### src/rtl/pmRelPkg.sv
package pmRelPkg;
  localparam int OFS_CTRL   = 0;
  localparam int OFS_FWSTS  = 1;
  localparam int OFS_FWCTL  = 2;
  localparam int OFS_GBLSTS = 3;
  localparam int OFS_GBLEN  = 4;

  localparam int BIT_MODE   = 0;
  localparam int BIT_BMWAKE = 1;
  localparam int BIT_OSREL  = 2;
  localparam int BIT_TYPELO = 3;
  localparam int BIT_GO     = 6;
  localparam int BIT_FWEN   = 0;
  localparam int BIT_FWREL  = 1;

  localparam logic [2:0] SLP_FIRST_RSVD = 3'd6;

  // event index: 0 = firmware-bound, 1 = OS-bound
  localparam int NUM_EVT = 2;
  localparam int EVT_FW  = 0;
  localparam int EVT_GBL = 1;

  typedef struct packed {
    logic wrCtrl;
    logic wrFwCtl;
    logic wrGblEn;
    logic clrFw;
    logic clrGbl;
    logic osRel;
    logic fwRel;
    logic sleepGo;
  } pmStrobes_t;
endpackage

### src/rtl/pmRelControl.sv
module pmRelControl
  import pmRelPkg::*;
#(
  parameter int ADDR_W = 3,
  parameter int DATA_W = 8
) (
  input  logic              busWr,
  input  logic [ADDR_W-1:0] busAddr,
  input  logic [DATA_W-1:0] busWrData,
  output pmStrobes_t        stb
);
  logic hitCtrl, hitFwSts, hitFwCtl, hitGblSts, hitGblEn;
  logic [2:0] wrType;
  logic typeValid;

  always_comb begin
    hitCtrl   = busWr && (busAddr == ADDR_W'(OFS_CTRL));
    hitFwSts  = busWr && (busAddr == ADDR_W'(OFS_FWSTS));
    hitFwCtl  = busWr && (busAddr == ADDR_W'(OFS_FWCTL));
    hitGblSts = busWr && (busAddr == ADDR_W'(OFS_GBLSTS));
    hitGblEn  = busWr && (busAddr == ADDR_W'(OFS_GBLEN));
    wrType    = busWrData[BIT_TYPELO +: 3];
    typeValid = (wrType < SLP_FIRST_RSVD);
  end

  always_comb begin
    stb         = '0;
    stb.wrCtrl  = hitCtrl;
    stb.wrFwCtl = hitFwCtl;
    stb.wrGblEn = hitGblEn;
    stb.clrFw   = hitFwSts && busWrData[0];
    stb.clrGbl  = hitGblSts && busWrData[0];
    stb.osRel   = hitCtrl && busWrData[BIT_OSREL];
    stb.fwRel   = hitFwCtl && busWrData[BIT_FWREL];
    stb.sleepGo = hitCtrl && busWrData[BIT_GO] && typeValid;
  end
endmodule

### src/rtl/pmRelDatapath.sv
module pmRelDatapath
  import pmRelPkg::*;
#(
  parameter int ADDR_W = 3,
  parameter int DATA_W = 8
) (
  input  logic              clk,
  input  logic              rstN,
  input  pmStrobes_t        stb,
  input  logic [DATA_W-1:0] wrData,
  input  logic [ADDR_W-1:0] rdAddr,
  input  logic              cpuInC3,
  input  logic              bmReq,
  output logic [DATA_W-1:0] rdData,
  output logic              smi,
  output logic              sci,
  output logic              sleepReq,
  output logic [2:0]        sleepTypeOut,
  output logic              wakePulse,
  output logic              stsFw,
  output logic              stsGbl,
  output logic              modeSci,
  output logic              enGbl
);
  logic       sciModeQ, bmWakeEnQ, fwEnQ, gblEnQ;
  logic [2:0] sleepTypeQ;
  logic       sleepReqQ;
  logic [2:0] sleepTypeOutQ;
  logic       bmCondQ, wakeQ, bmCond;

  logic [NUM_EVT-1:0] evtSet, evtClr, evtEn, evtSts, evtQual, evtToSci;

  // configuration registers
  always_ff @(posedge clk) begin
    if (!rstN) begin
      sciModeQ   <= 1'b0;
      bmWakeEnQ  <= 1'b0;
      sleepTypeQ <= 3'd0;
      fwEnQ      <= 1'b0;
      gblEnQ     <= 1'b0;
    end else begin
      if (stb.wrCtrl) begin
        sciModeQ   <= wrData[BIT_MODE];
        bmWakeEnQ  <= wrData[BIT_BMWAKE];
        sleepTypeQ <= wrData[BIT_TYPELO +: 3];
      end
      if (stb.wrFwCtl) fwEnQ  <= wrData[BIT_FWEN];
      if (stb.wrGblEn) gblEnQ <= wrData[0];
    end
  end

  // cross-coupled release events
  always_comb begin
    evtSet[EVT_FW]    = stb.osRel;
    evtClr[EVT_FW]    = stb.clrFw;
    evtEn[EVT_FW]     = fwEnQ;
    evtToSci[EVT_FW]  = 1'b0;
    evtSet[EVT_GBL]   = stb.fwRel;
    evtClr[EVT_GBL]   = stb.clrGbl;
    evtEn[EVT_GBL]    = gblEnQ;
    evtToSci[EVT_GBL] = sciModeQ;
  end

  for (genvar e = 0; e < NUM_EVT; e++) begin : gEvt
    logic stsQ;
    always_ff @(posedge clk) begin
      if (!rstN)            stsQ <= 1'b0;
      else if (evtSet[e])   stsQ <= 1'b1;
      else if (evtClr[e])   stsQ <= 1'b0;
    end
    assign evtSts[e]  = stsQ;
    assign evtQual[e] = stsQ & evtEn[e];
  end

  assign smi = |(evtQual & ~evtToSci);
  assign sci = |(evtQual & evtToSci);

  // sleep request strobe
  always_ff @(posedge clk) begin
    if (!rstN) begin
      sleepReqQ     <= 1'b0;
      sleepTypeOutQ <= 3'd0;
    end else begin
      sleepReqQ <= stb.sleepGo;
      if (stb.sleepGo) sleepTypeOutQ <= wrData[BIT_TYPELO +: 3];
    end
  end
  assign sleepReq     = sleepReqQ;
  assign sleepTypeOut = sleepTypeOutQ;

  // bus-master wake edge
  assign bmCond = bmWakeEnQ & cpuInC3 & bmReq;
  always_ff @(posedge clk) begin
    if (!rstN) begin
      bmCondQ <= 1'b0;
      wakeQ   <= 1'b0;
    end else begin
      bmCondQ <= bmCond;
      wakeQ   <= bmCond & ~bmCondQ;
    end
  end
  assign wakePulse = wakeQ;

  // read mux
  always_comb begin
    rdData = '0;
    case (rdAddr)
      ADDR_W'(OFS_CTRL): begin
        rdData[BIT_MODE]         = sciModeQ;
        rdData[BIT_BMWAKE]       = bmWakeEnQ;
        rdData[BIT_TYPELO +: 3]  = sleepTypeQ;
      end
      ADDR_W'(OFS_FWSTS):  rdData[0] = evtSts[EVT_FW];
      ADDR_W'(OFS_FWCTL):  rdData[BIT_FWEN] = fwEnQ;
      ADDR_W'(OFS_GBLSTS): rdData[0] = evtSts[EVT_GBL];
      ADDR_W'(OFS_GBLEN):  rdData[0] = gblEnQ;
      default:             rdData = '0;
    endcase
  end

  assign stsFw   = evtSts[EVT_FW];
  assign stsGbl  = evtSts[EVT_GBL];
  assign modeSci = sciModeQ;
  assign enGbl   = gblEnQ;

  logic unusedWrBits;
  assign unusedWrBits = ^{wrData[DATA_W-1:BIT_GO]};
endmodule

### src/rtl/pmRelCtl.sv
module pmRelCtl
  import pmRelPkg::*;
#(
  parameter int ADDR_W = 3,
  parameter int DATA_W = 8
) (
  input  logic              clk,
  input  logic              rstN,
  input  logic              busWr,
  input  logic [ADDR_W-1:0] busAddr,
  input  logic [DATA_W-1:0] busWrData,
  output logic [DATA_W-1:0] busRdData,
  input  logic              cpuInC3,
  input  logic              bmReq,
  output logic              smi,
  output logic              sci,
  output logic              sleepReq,
  output logic [2:0]        sleepTypeOut,
  output logic              wakePulse
);
  pmStrobes_t stb;
  logic stsFw, stsGbl, modeSci, enGbl;

  pmRelControl #(.ADDR_W(ADDR_W), .DATA_W(DATA_W)) ctl_i (
    .busWr(busWr), .busAddr(busAddr), .busWrData(busWrData), .stb(stb)
  );

  pmRelDatapath #(.ADDR_W(ADDR_W), .DATA_W(DATA_W)) dp_i (
    .clk(clk), .rstN(rstN), .stb(stb), .wrData(busWrData), .rdAddr(busAddr),
    .cpuInC3(cpuInC3), .bmReq(bmReq), .rdData(busRdData),
    .smi(smi), .sci(sci), .sleepReq(sleepReq), .sleepTypeOut(sleepTypeOut),
    .wakePulse(wakePulse), .stsFw(stsFw), .stsGbl(stsGbl),
    .modeSci(modeSci), .enGbl(enGbl)
  );
endmodule

### config.mk
export PLATFORM = sky130hd
export DESIGN_NAME = pmRelCtl
export DESIGN_NICKNAME = d
export VERILOG_FILES = /design/src/rtl/pmRelPkg.sv /design/src/rtl/pmRelControl.sv /design/src/rtl/pmRelDatapath.sv /design/src/rtl/pmRelCtl.sv
export SDC_FILE = /design/constraint.sdc
export NUM_CORES = 1
export LEC_CHECK = 0
export ABC_CLOCK_PERIOD_IN_PS = 4200
export BUFFER_PORTS_ARGS = -buffer_cell sky130_fd_sc_hd__buf_4
export CORE_MARGIN = 4
export CORE_UTILIZATION = 35
export CTS_CLUSTER_SIZE = 24
export DETAILED_ROUTE_END_ITERATION = 8
export GPL_TIMING_DRIVEN = 0
export PLACE_DENSITY_LB_ADDON = 0.3
export SETUP_SLACK_MARGIN = 0.15
export SYNTH_ARGS = -nofsm -noshare
export SYNTH_HDL_FRONTEND = slang
export SYNTH_SLANG_ARGS = --single-unit
### constraint.sdc
create_clock -name clk -period 4.2 [get_ports clk]
set_input_delay 0.84 -clock clk [delete_from_list [all_inputs] [get_ports clk]]
set_output_delay 0.84 -clock clk [all_outputs]
set_load 0.02 [all_outputs]
== Yosys cells after proc, flatten, opt, wreduce, memory -nomap -nowiden ==
Index checks and enable logic that the tools add are counted.
Word-level totals
  memory bits (read-only): 0
  bits in registers: 15
  output and inout port bits: 15
  input bits: 16
  logic and storage cells: 48
  bits in latches: 0
  memories: 0
  memory bits (writable): 0
Operators by class
  add/sub/neg operators: 0
  bitwise gates (word level): 9
  $lt $le $gt $ge: 1
  multiply operators: 0
  reduce and logical (&&, ||, !) cells: 16
  equality and inequality tests: 4
  shift operators: 0
  multiplexer cells: 7
  div/mod/pow operators: 0
Operator list (number)
  logical AND 1 bit: 11
  equality test 3 x 2 -> 1 bit, second input constant: 2
  AND 1 bit: 5
  2-to-1 mux 1 bit: 5
  one-hot mux 1 bit (5 select lines): 1
  AND 2 bit: 2
  nonzero test 2 bit: 2
  OR reduction 2 bit: 2
  equality test 3 x 1 -> 1 bit, second input constant: 1
  equality test 3 bit, second input constant: 1
  zero test 3 bit: 1
  < comparator 3 bit, second input constant: 1
  2-to-1 mux 3 bit: 1
  NOT 2 bit: 1
  NOT 1 bit: 1

== Logic depth before layout (Yosys ltp) ==
Gate-level depths: netlist of run 1.
  depth after elaboration: 5
  depth in mapped cells: 5
  depth with buffers taken out: 3

== Modules after synthesis ==
A second synthesis of run 1 with hierarchy kept.
Second synthesis, totals
  cells, all modules: 78
  area, all modules: 759.5 um2
By module, submodules not included
  pmRelDatapath: cells an instance 63, times used 1, area each 648.1 um2, sequential area each 300.3 um2
  pmRelControl: cells an instance 15, times used 1, area each 111.4 um2, sequential area each 0.0 um2

== Worst setup path before layout of run 1 ==
No wires, ideal clock.
  path type: input-to-output
  start: input port busAddr[1]
  end: output port busRdData[0]
  slack: 1.578 ns
  path buffers: 1
  stages on the path: 4
  data required time: 3.360 ns
  arrival: 1.782 ns
  path through: clkbuf_2 mux4_1 inv_1 o32ai_1
Between the ends
  longest elaborated chain between the ends: 2
  elaborated cells on any way between the ends: 6
  those cells by class: eq/ne (4); mux (1); reduce/logical (1)
RTL lines
  from (decl): RTL line pmRelCtl.sv:10  | input logic [ADDR_W-1:0] busAddr,
  equality test 3 bit, or another cell as far along: RTL line pmRelDatapath.sv:107  | case (rdAddr)
  one-hot mux 1 bit (5 select lines) *: RTL line pmRelDatapath.sv:107
  to (decl): RTL line pmRelCtl.sv:12  | output logic [DATA_W-1:0] busRdData,
Every way passes the cells marked *; elsewhere a longest branch is shown, timed or not.

== Worst setup path after layout of run 1 ==
Same ends and word-level chain as after synthesis.

==> results.json, run 1 <==
{
  "status": "finished, final reports clean",
  "first_pass_iters": 4,
  "drc_errors": 0,
  "setup.worst_path.start_class": "input pin",
  "yosysTopAreaCell": "dfxtp_1",
  "switching_power_uw": 63.8,
  "ys.flop_type": "dfxtp_1",
  "critical_path_class": "in -> out",
  "postCtsHoldBufs": 0,
  "swShare": 0.243,
  "synth-warning-count": 0,
  "seq_power_share": 0.555,
  "min_from": "dp_i.bmCondQ",
  "ctsResizeCount": 0,
  "antenna_found_initial": 0,
  "worstPathMaxFanout": 8,
  "diodes": 0,
  "crit_chain": "clkbuf_2 -> mux4_1 -> inv_1 -> o32ai_1 -> buf_4",
  "cp.arrival_ns": 1.89,
  "drive_above_1_share": 0.318,
  "clock_sink_count": 15,
  "grt_pass1_wl_um": 2640,
  "max_slew_margin": 0.625,
  "min_period_ns": 2.73,
  "drt_iter0_drc": 5,
  "wl_per_cell_um": 11.7,
  "hold_depth": 1,
  "grt_pass1_vias": 610,
  "cts_tree": "yes",
  "power.density_nw_per_um2": 267,
  "hold_violations": 0,
  "start_util": 0.376,
  "finalCritPeriodShare": 0.651,
  "dieHeight_um": 54.1,
  "via_per_inst": 4.71,
  "ys_seq_area_frac": 0.403,
  "insertion_delay_ns": 0.28,
  "track_usage": 0.128,
  "setup_tns_ns": 0,
  "synth.avg_cell_area_um2": 9.54,
  "area_delta_synth_final_pct": 32.3,
  "r2r_end": "dp_i.wakePulse",
  "cp-end-kind": "primary output",
  "rsz0062_at_grt": "false",
  "core-area_um2": 1980,
  "yosysTopAreaCellShare": 0.403,
  "synth_enable_flop_cells": 0,
  "ant_nets": 0,
  "die_area_um2": 2930,
  "finalClockSkew_ns": 0.0000732,
  "cts_buffers": 3,
  "power.internal_uw": 199,
  "nNetsFinal": 124,
  "ir_worst_vdd_v": 0.000162,
  "syn_area_um2": 744,
  "reg2reg_depth": 2,
  "rows": 16,
  "hold-path-endpoint": "dp_i.wakePulse",
  "synthCells": 78,
  "gp_congestion": 0.684,
  "setup_viol": 0,
  "worst_slew_pin_slew_ns": 0.560,
  "regToRegStartpoint": "dp_i.bmWakeEnQ",
  "required_ns": 3.36,
  "overflow": 0,
  "final_common_cell": "buf_4",
  "worst_slack_ns": 1.47,
  "dp_hpwl_um": 1200,
  "fill_cells": 195,
  "htreeDepth": 1,
  "max_cap_violations": 0,
  "ys_ff_latch": 15,
  "crit_slowest_cell": "mux4_1",
  "clkTransAtPathRegs_ns": 0.08,
  "cts_root_buffer": "clkbuf_4",
  "min_path_type": "reg -> reg",
  "grt_max_degree": 11,
  "r2r_setup_slack_ns": 3.50,
  "wl_um": 1570,
  "power_frac_clock": 0.312,
  "ys_types": 25,
  "slowest_delay_ns": 0.57,
  "dp_slack_ns": 1.46,
  "port_buffers": 23,
  "leakage_nw": 0.427,
  "cts_buffer_depth": 2,
  "clock.fmax_mhz": 366,
  "layout_common_cells": "buf_4, dfxtp_1, nand2_1",
  "io_pins": 31,
  "synthArstFlopShare": 0,
  "die_w_um": 54.1,
  "dr_total_vias": 631,
  "synth_area_leaders": "dfxtp_1, mux2i_1, nand2_1, nor2b_1, and2_1",
  "combPwrFrac": 0.133,
  "slew_violations": 0,
  "cts_setup_buffers": 0
}
-- sequential cells by signal, summed over array words and instances, names as in the netlist --
register / cells
dp_i.bmCondQ: 1
dp_i.bmWakeEnQ: 1
dp_i.enGbl: 1
dp_i.fwEnQ: 1
dp_i.modeSci: 1
dp_i.sleepReq: 1
dp_i.sleepTypeOut: 3
dp_i.sleepTypeQ: 3
dp_i.stsFw: 1
dp_i.stsGbl: 1
dp_i.wakePulse: 1
-- synthesized netlist by cell type (all sizes together) (2+ instances only) --
| library cell | number |
|---|---|
| o21ai | 3 |
| nand2 | 13 |
| buf | 5 |
| dfxtp | 15 |
| and2 | 5 |
| nor2b | 7 |
| clkbuf | 3 |
| mux2i | 10 |
| inv | 2 |
| and3 | 2 |
-- worst max-delay path by stage --
| stage | slack (ns) | end | startpoint | cells after the start |
|---|---|---|---|---|
| after floorplan | 1.58 | busRdData[0] | busAddr[1] | 4 |
| after global placement | 1.48 | busRdData[0] | busAddr[1] | 5 |
| after detailed placement | 1.46 | busRdData[0] | busAddr[1] | 5 |
| after CTS | 1.46 | busRdData[0] | busAddr[1] | 5 |
| after global routing | 1.41 | busRdData[0] | busAddr[1] | 5 |
| final | 1.47 | busRdData[0] | busAddr[1] | 5 |
-- power groups by stage --
stage / sequential (mW) / clock [mW] / combinational (mW)
4_1_cts: 0.146 / 0.0859 / 0.0352
6_report: 0.146 / 0.0821 / 0.0350
3_5_place_dp: 0.149 / 0 / 0.0351
3_3_place_gp: 0.149 / 0 / 0.0345
5_1_grt: 0.146 / 0.0926 / 0.0385
2_1_floorplan: 0.149 / 0 / 0.0201
-- critical path: cells and delay by family --
family	cells	cell delay (ns)
buf+inv	3	0.41
compound gates	1	0.07
mux	1	0.57
-- area by class of cell --
class                      count  area, um^2  share of cell area
multi-input combinational     55         387               0.393
sequential                    15         300               0.305
timing repair buffer          23         173               0.175
buffer                         8        57.6              0.0584
tap                           27        33.8              0.0343
clock buffer                   4        26.3              0.0267
inverter                       2        7.51             0.00762
-- stage by stage --
step                power (mW)  hold WS (ns)  std cells  utilization  area, um^2
floorplan                0.169         0.367         80            -         752
global placement         0.184         0.373        130        0.484         958
detailed placement       0.184         0.380        130        0.484         958
CTS                      0.267         0.393        134        0.497         985
global route             0.277         0.410        134        0.497         985
finish                   0.263         0.389        134        0.497         985
-- cell families (layout without fill, tap and decap cells) --
kind of cell           after synthesis  count (layout)  synth area share
flip-flops                          15              15             0.403
AND/OR/NAND/NOR                     35              35             0.282
buffers and inverters               10              37            0.0874
other                                1               3           0.00504
AO/OA/AOI/OAI                        6               6            0.0521
multiplexers                        11              11             0.170
-- metal layers --
metal | share of wire | up-vias | wire length [um] | GRT usage
met5 | 0 | - | 0 | 0
met4 | 0.018 | 0 | 29 | 0.0622
met3 | 0.11 | 5 | 169 | 0.0582
met2 | 0.46 | 25 | 722 | 0.203
met1 | 0.41 | 283 | 651 | 0.145
li1 | - | 318 | - | -
Note: power is estimated with default switching activity, not from simulation.
==> run 2, diff against run 1 <==
Settings changed: ABC_AREA set to 1, ABC_CLOCK_PERIOD_IN_PS 4200 to 2700.
Clock period 4.2 ns to 2.7 ns, I/O delays scaled along.
==> run 2 against run 1 <==
Total power grew 60%. Global-route usage grew 1.4 points. Synthesized cell count grew 44%. Worst setup slack lost 0.65 ns. Count of clock-buffer cells in the layout shrank 1. Largest cell class unchanged.
==> results.json, run 2 <==
{
  "final_common_cell": "nand2_1",
  "combPwrFrac": 0.154,
  "first_pass_iters": 3,
  "setup_viol": 0,
  "wl_per_cell_um": 10.9,
  "rsz0062_at_grt": "false",
  "dp_slack_ns": 0.819,
  "register_area_um2": 300,
  "dieHeight_um": 54.6,
  "syn_area_um2": 761,
  "cp.arrival_ns": 1.34,
  "via_per_inst": 4.62,
  "status": "finished, final reports clean",
  "synth.avg_cell_area_um2": 6.79,
  "ys_ff_latch": 15,
  "min_from": "dp_i.bmCondQ",
  "finalClockSkew_ns": 0.000127,
  "grt_pass1_wl_um": 3050,
  "slew_violations": 0,
  "leakage_nw": 0.506,
  "yosysTopAreaCell": "dfxtp_1",
  "regToRegStartpoint": "dp_i.modeSci",
  "power.density_nw_per_um2": 414,
  "holdWs_ns": 0.393,
  "power_frac_clock": 0.304,
  "drive_above_1_share": 0.273,
  "setup.worst_path.start_class": "input pin",
  "critical_path_class": "in -> out",
  "clock_sink_count": 15,
  "dp_hpwl_um": 1450,
  "netlist_top_cells_count": "nand2_1, nor2_1, dfxtp_1, inv_1, nand3_1",
  "gp_congestion": 0.744,
  "min_period_ns": 1.88,
  "ir_worst_vdd_v": 0.000334,
  "setup_tns_ns": 0,
  "postCtsHoldBufs": 0,
  "die_w_um": 54.6,
  "hold_violations": 0,
  "cts_buffers": 3,
  "ctsResizeCount": 0,
  "max_cap_violations": 0,
  "overflow": 0,
  "hold_depth": 1,
  "synthCells": 112,
  "track_usage": 0.143,
  "seq_power_share": 0.542,
  "diodes": 0,
  "worstPathMaxFanout": 7,
  "cts_setup_buffers": 0,
  "ys_seq_area_frac": 0.395,
  "stdcell_count": 170,
  "ys.flop_type": "dfxtp_1",
  "synth-warning-count": 0,
  "clock.fmax_mhz": 532,
  "antenna_found_initial": 0,
  "grt_max_degree": 11,
  "required_ns": 2.16,
  "drc_errors": 0,
  "hold-path-endpoint": "dp_i.wakePulse",
  "rows": 16,
  "placedCellCount": 166,
  "finalCritPeriodShare": 0.696,
  "grt_pass1_vias": 775,
  "r2r_setup_slack_ns": 2.01,
  "insertion_delay_ns": 0.28,
  "drt_iter0_drc": 8,
  "io_pins": 31,
  "synthArstFlopShare": 0,
  "swShare": 0.269,
  "die_area_um2": 2980,
  "yosysTopAreaCellShare": 0.395,
  "fill_cells": 202,
  "r2r_end": "dp_i.modeSci",
  "power.internal_uw": 308,
  "multi_input_area_um2": 380,
  "cts_buffer_depth": 2,
  "core-area_um2": 2020,
  "synth_enable_flop_cells": 0,
  "cts_root_buffer": "clkbuf_4",
  "cts_tree": "yes",
  "dr_total_vias": 785,
  "min_path_type": "reg -> reg",
  "port_buffers": 25,
  "synth.most_common_cell": "nand2_1",
  "worst_slack_ns": 0.822,
  "stdcell_area_um2": 1020,
  "synth_area_leaders": "dfxtp_1, nand2_1, nor2_1, nand3_1, inv_1",
  "reg2reg_depth": 4,
  "start_util": 0.376,
  "clkTransAtPathRegs_ns": 0.08,
  "layout_common_cells": "nand2_1, buf_4, nor2_1",
  "switching_power_uw": 113,
  "nNetsFinal": 160,
  "ys_types": 19,
  "area_delta_synth_final_pct": 33.7,
  "cp-end-kind": "primary output",
  "postPlaceCellArea_um2": 990,
  "htreeDepth": 1,
  "ant_nets": 0,
  "wl_um": 1850
}
## run 2: changes by cell type after synthesis, sizes merged, moves of 4 or more
cell | previous run | this run
nand3 | 1 | 11
nor2 | 1 | 20
mux2i | 10 | 0
nor2b | 7 | 0
nand2 | 13 | 32
and2 | 5 | 0
a21oi | 0 | 4
inv | 2 | 11
## run 2: how the worst max path moves through the flow
stage          startpoint      endpoint  depth (start not counted)
6_report       busAddr[2]  busRdData[0]                          7
3_5_place_dp   busAddr[2]  busRdData[0]                          7
5_1_grt        busAddr[2]  busRdData[0]                          7
3_3_place_gp   busAddr[2]  busRdData[0]                          7
4_1_cts        busAddr[2]  busRdData[0]                          7
2_1_floorplan  busAddr[0]  busRdData[1]                          3
## run 2: metrics by stage
step            util  total power, mW
2_1_floorplan      -            0.268
3_5_place_dp   0.489            0.298
6_report       0.503            0.421
3_3_place_gp   0.489            0.296
5_1_grt        0.503            0.444
4_1_cts        0.503            0.427
## run 2: cell families after synthesis
family	count (synthesis)	synth area share
AO/OA/AOI/OAI	9	0.0691
other	1	0.00493
AND/OR/NAND/NOR	70	0.416
buffers and inverters	17	0.115
flip-flops	15	0.395
## run 2: metal layers
metal  share of wire  track usage
met5               0            0
met4           0.021       0.0871
met3           0.079       0.0300
met2            0.44        0.240
met1            0.46        0.162
## run 2: power groups by stage
stage / clock, mW / sequential [mW] / combinational, mW
5_1_grt: 0.144 / 0.229 / 0.0716
6_report: 0.128 / 0.228 / 0.0650
3_3_place_gp: 0 / 0.233 / 0.0626
4_1_cts: 0.135 / 0.228 / 0.0647
2_1_floorplan: 0 / 0.234 / 0.0349
3_5_place_dp: 0 / 0.233 / 0.0645
## run 2: area by class of cell
cell class,count,share of cell area
multi-input combinational,82,0.374
tap,27,0.0332
clock buffer,3,0.0221
timing repair buffer,25,0.185
inverter,11,0.0406
sequential,15,0.295
buffer,6,0.0455
clock inverter,1,0.00492
## run 2: critical path: stages
cell	delay [ns]
buf_4	0.14
nor2_1	0.26
nand3_1	0.11
nand2_1	0.08
nor2_1	0.04
nand2_1	0.05
buf_4	0.13
==> run 3, diff against run 2 <==
Settings changed: ABC_AREA 1 to 0, ABC_CLOCK_PERIOD_IN_PS 2700 to 1840.
Clock period 2.7 ns to 1.84 ns, I/O delays scaled along.
==> run 3 against run 2 <==
Wire length decreased by 8.0%. Clock power grew 48%. Register-to-register slack got worse by 0.90 ns. Cell count is 19% lower. Hold slack worse by 0.053 ns. Via count is 19% lower. Global-route usage decreased by 0.58 points. Cell area up 0.86%. First-iteration DRC count fell by 75%. Sequential cell count did not move.
==> results.json, run 3 (same netlist as run 1, synthesis figures left out) <==
{
  "status": "finished, final reports clean",
  "insertion_delay_ns": 0.28,
  "worst_slack_ns": 0.110,
  "power.density_nw_per_um2": 592,
  "max_cap_violations": 0,
  "clock.fmax_mhz": 578,
  "ir_worst_vdd_v": 0.000377,
  "wl_um": 1700,
  "die_area_um2": 2930,
  "cp-end-kind": "primary output",
  "multi_input_area_um2": 390,
  "cts_buffers": 3,
  "stdcell_area_um2": 1030,
  "area_delta_synth_final_pct": 37.8,
  "placedCellCount": 130,
  "switching_power_uw": 150,
  "drt_iter0_drc": 2,
  "wl_per_cell_um": 12.3,
  "max_slew_margin": 0.631,
  "postPlaceCellArea_um2": 958,
  "min_from": "busWrData[1]",
  "combPwrFrac": 0.142,
  "port_buffers": 23,
  "power.internal_uw": 458,
  "antenna_found_initial": 0,
  "swShare": 0.246,
  "dieHeight_um": 54.1,
  "worstPathMaxFanout": 2,
  "drive_above_1_share": 0.405,
  "register_area_um2": 305,
  "rsz0062_at_grt": "true",
  "core-area_um2": 1980,
  "dp_slack_ns": 0.0468,
  "diodes": 0,
  "grt_pass1_vias": 653,
  "track_usage": 0.137,
  "reg2reg_depth": 3,
  "drc_errors": 0,
  "setup_viol": 0,
  "cts_buffer_depth": 2,
  "overflow": 0,
  "via_per_inst": 4.62,
  "r2r_setup_slack_ns": 1.11,
  "rows": 16,
  "final_util": 0.518,
  "cts_tree": "yes",
  "clkTransAtPathRegs_ns": 0.08,
  "htreeDepth": 1,
  "setup.worst_path.start_class": "flop",
  "cts_root_buffer": "clkbuf_4",
  "slew_violations": 0,
  "first_pass_iters": 4,
  "r2r_end": "dp_i.stsGbl",
  "fill_cells": 200,
  "regToRegStartpoint": "dp_i.stsGbl",
  "ant_nets": 0,
  "nNetsFinal": 128,
  "leakage_nw": 0.446,
  "io_pins": 31,
  "min_path_type": "in -> reg",
  "setup_tns_ns": 0,
  "hold_violations": 0,
  "dp_hpwl_um": 1200,
  "die_w_um": 54.1,
  "hold_depth": 3,
  "finalCritPeriodShare": 0.940,
  "clock_sink_count": 15,
  "final_common_cell": "buf_4",
  "stdcell_count": 138,
  "power_frac_clock": 0.311,
  "start_util": 0.376,
  "layout_common_cells": "buf_4, nand2_1, dfxtp_1",
  "seq_power_share": 0.547,
  "worst_slew_pin_slew_ns": 0.552,
  "cp.arrival_ns": 1.36,
  "critical_path_class": "reg -> out",
  "hold-path-endpoint": "dp_i.stsGbl",
  "dr_total_vias": 637,
  "finalClockSkew_ns": 0.000281,
  "required_ns": 1.47,
  "grt_pass1_wl_um": 2850,
  "gp_congestion": 0.684,
  "min_period_ns": 1.73,
  "grt_max_degree": 11
}
==> run 3: cell types whose count changed in the layout (fill, tap and decap cells not counted), sizes merged, moves of 3 or more <==
cell    delta
a21oi      -4
and2       +5
clkbuf     +3
inv        -9
mux2i     +10
nand2     -19
nand3     -10
nand4      -3
nor2      -19
nor2b      +7
o21bai     -3
==> run 3: how the worst max path moves through the flow <==
stage           startpoint  cells after the start           end  slack, ns
2_1_floorplan   busAddr[1]                      4  busRdData[0]       0.16
3_3_place_gp    busAddr[1]                      5  busRdData[0]       0.07
3_5_place_dp    busAddr[1]                      5  busRdData[0]       0.05
4_1_cts        dp_i.stsGbl                      4  busRdData[0]       0.11
5_1_grt        dp_i.stsGbl                      4  busRdData[0]       0.06
6_report        dp_i.stsFw                      4  busRdData[0]       0.11
==> run 3: area by class of cell <==
cell class                      count  area share
Inverter                            2     0.00732
Clock buffer                        4      0.0256
Tap cell                           27      0.0329
Multi-Input combinational cell     55       0.380
Timing Repair Buffer               27       0.198
Buffer                              8      0.0585
Sequential cell                    15       0.298
==> run 3: metal layers <==
metal  up-vias  share of wire  GRT usage
li1        322              -          -
met1       285           0.40      0.149
met2        25           0.48      0.227
met3         5          0.099     0.0582
met4         0          0.017     0.0622
met5         -              0          0
==> run 3: critical path: stages, from the launching register on <==
cell and delay [ns]:
dfxtp_2 0.33, mux4_2 0.46, inv_2 0.07, o32ai_2 0.06, buf_4 0.16
==> run 3: power by group through the flow <==
stage          combinational [mW]  clock, mW  sequential [mW]
3_5_place_dp               0.0801          0            0.340
4_1_cts                    0.0859      0.196            0.333
6_report                   0.0862      0.189            0.333
2_1_floorplan              0.0459          0            0.341
3_3_place_gp               0.0787          0            0.340
5_1_grt                    0.0941      0.212            0.333
==> run 3: timing repair <==
action / 4_1_cts / 5_1_grt
hold buffers: 0 / 0
pin swaps: 1 / 0
endpoints found under the setup margin: 1 / 5
hold endpoints to repair: 0 / 0
buffers inserted: 4 / 0
resized for setup: 8 / 0
==> run 3: through the flow <==
step	hold slack [ns]	total power [mW]
floorplan	0.367	0.387
global placement	0.373	0.419
detailed placement	0.380	0.421
CTS	0.327	0.614
global route	0.335	0.639
finish	0.340	0.608
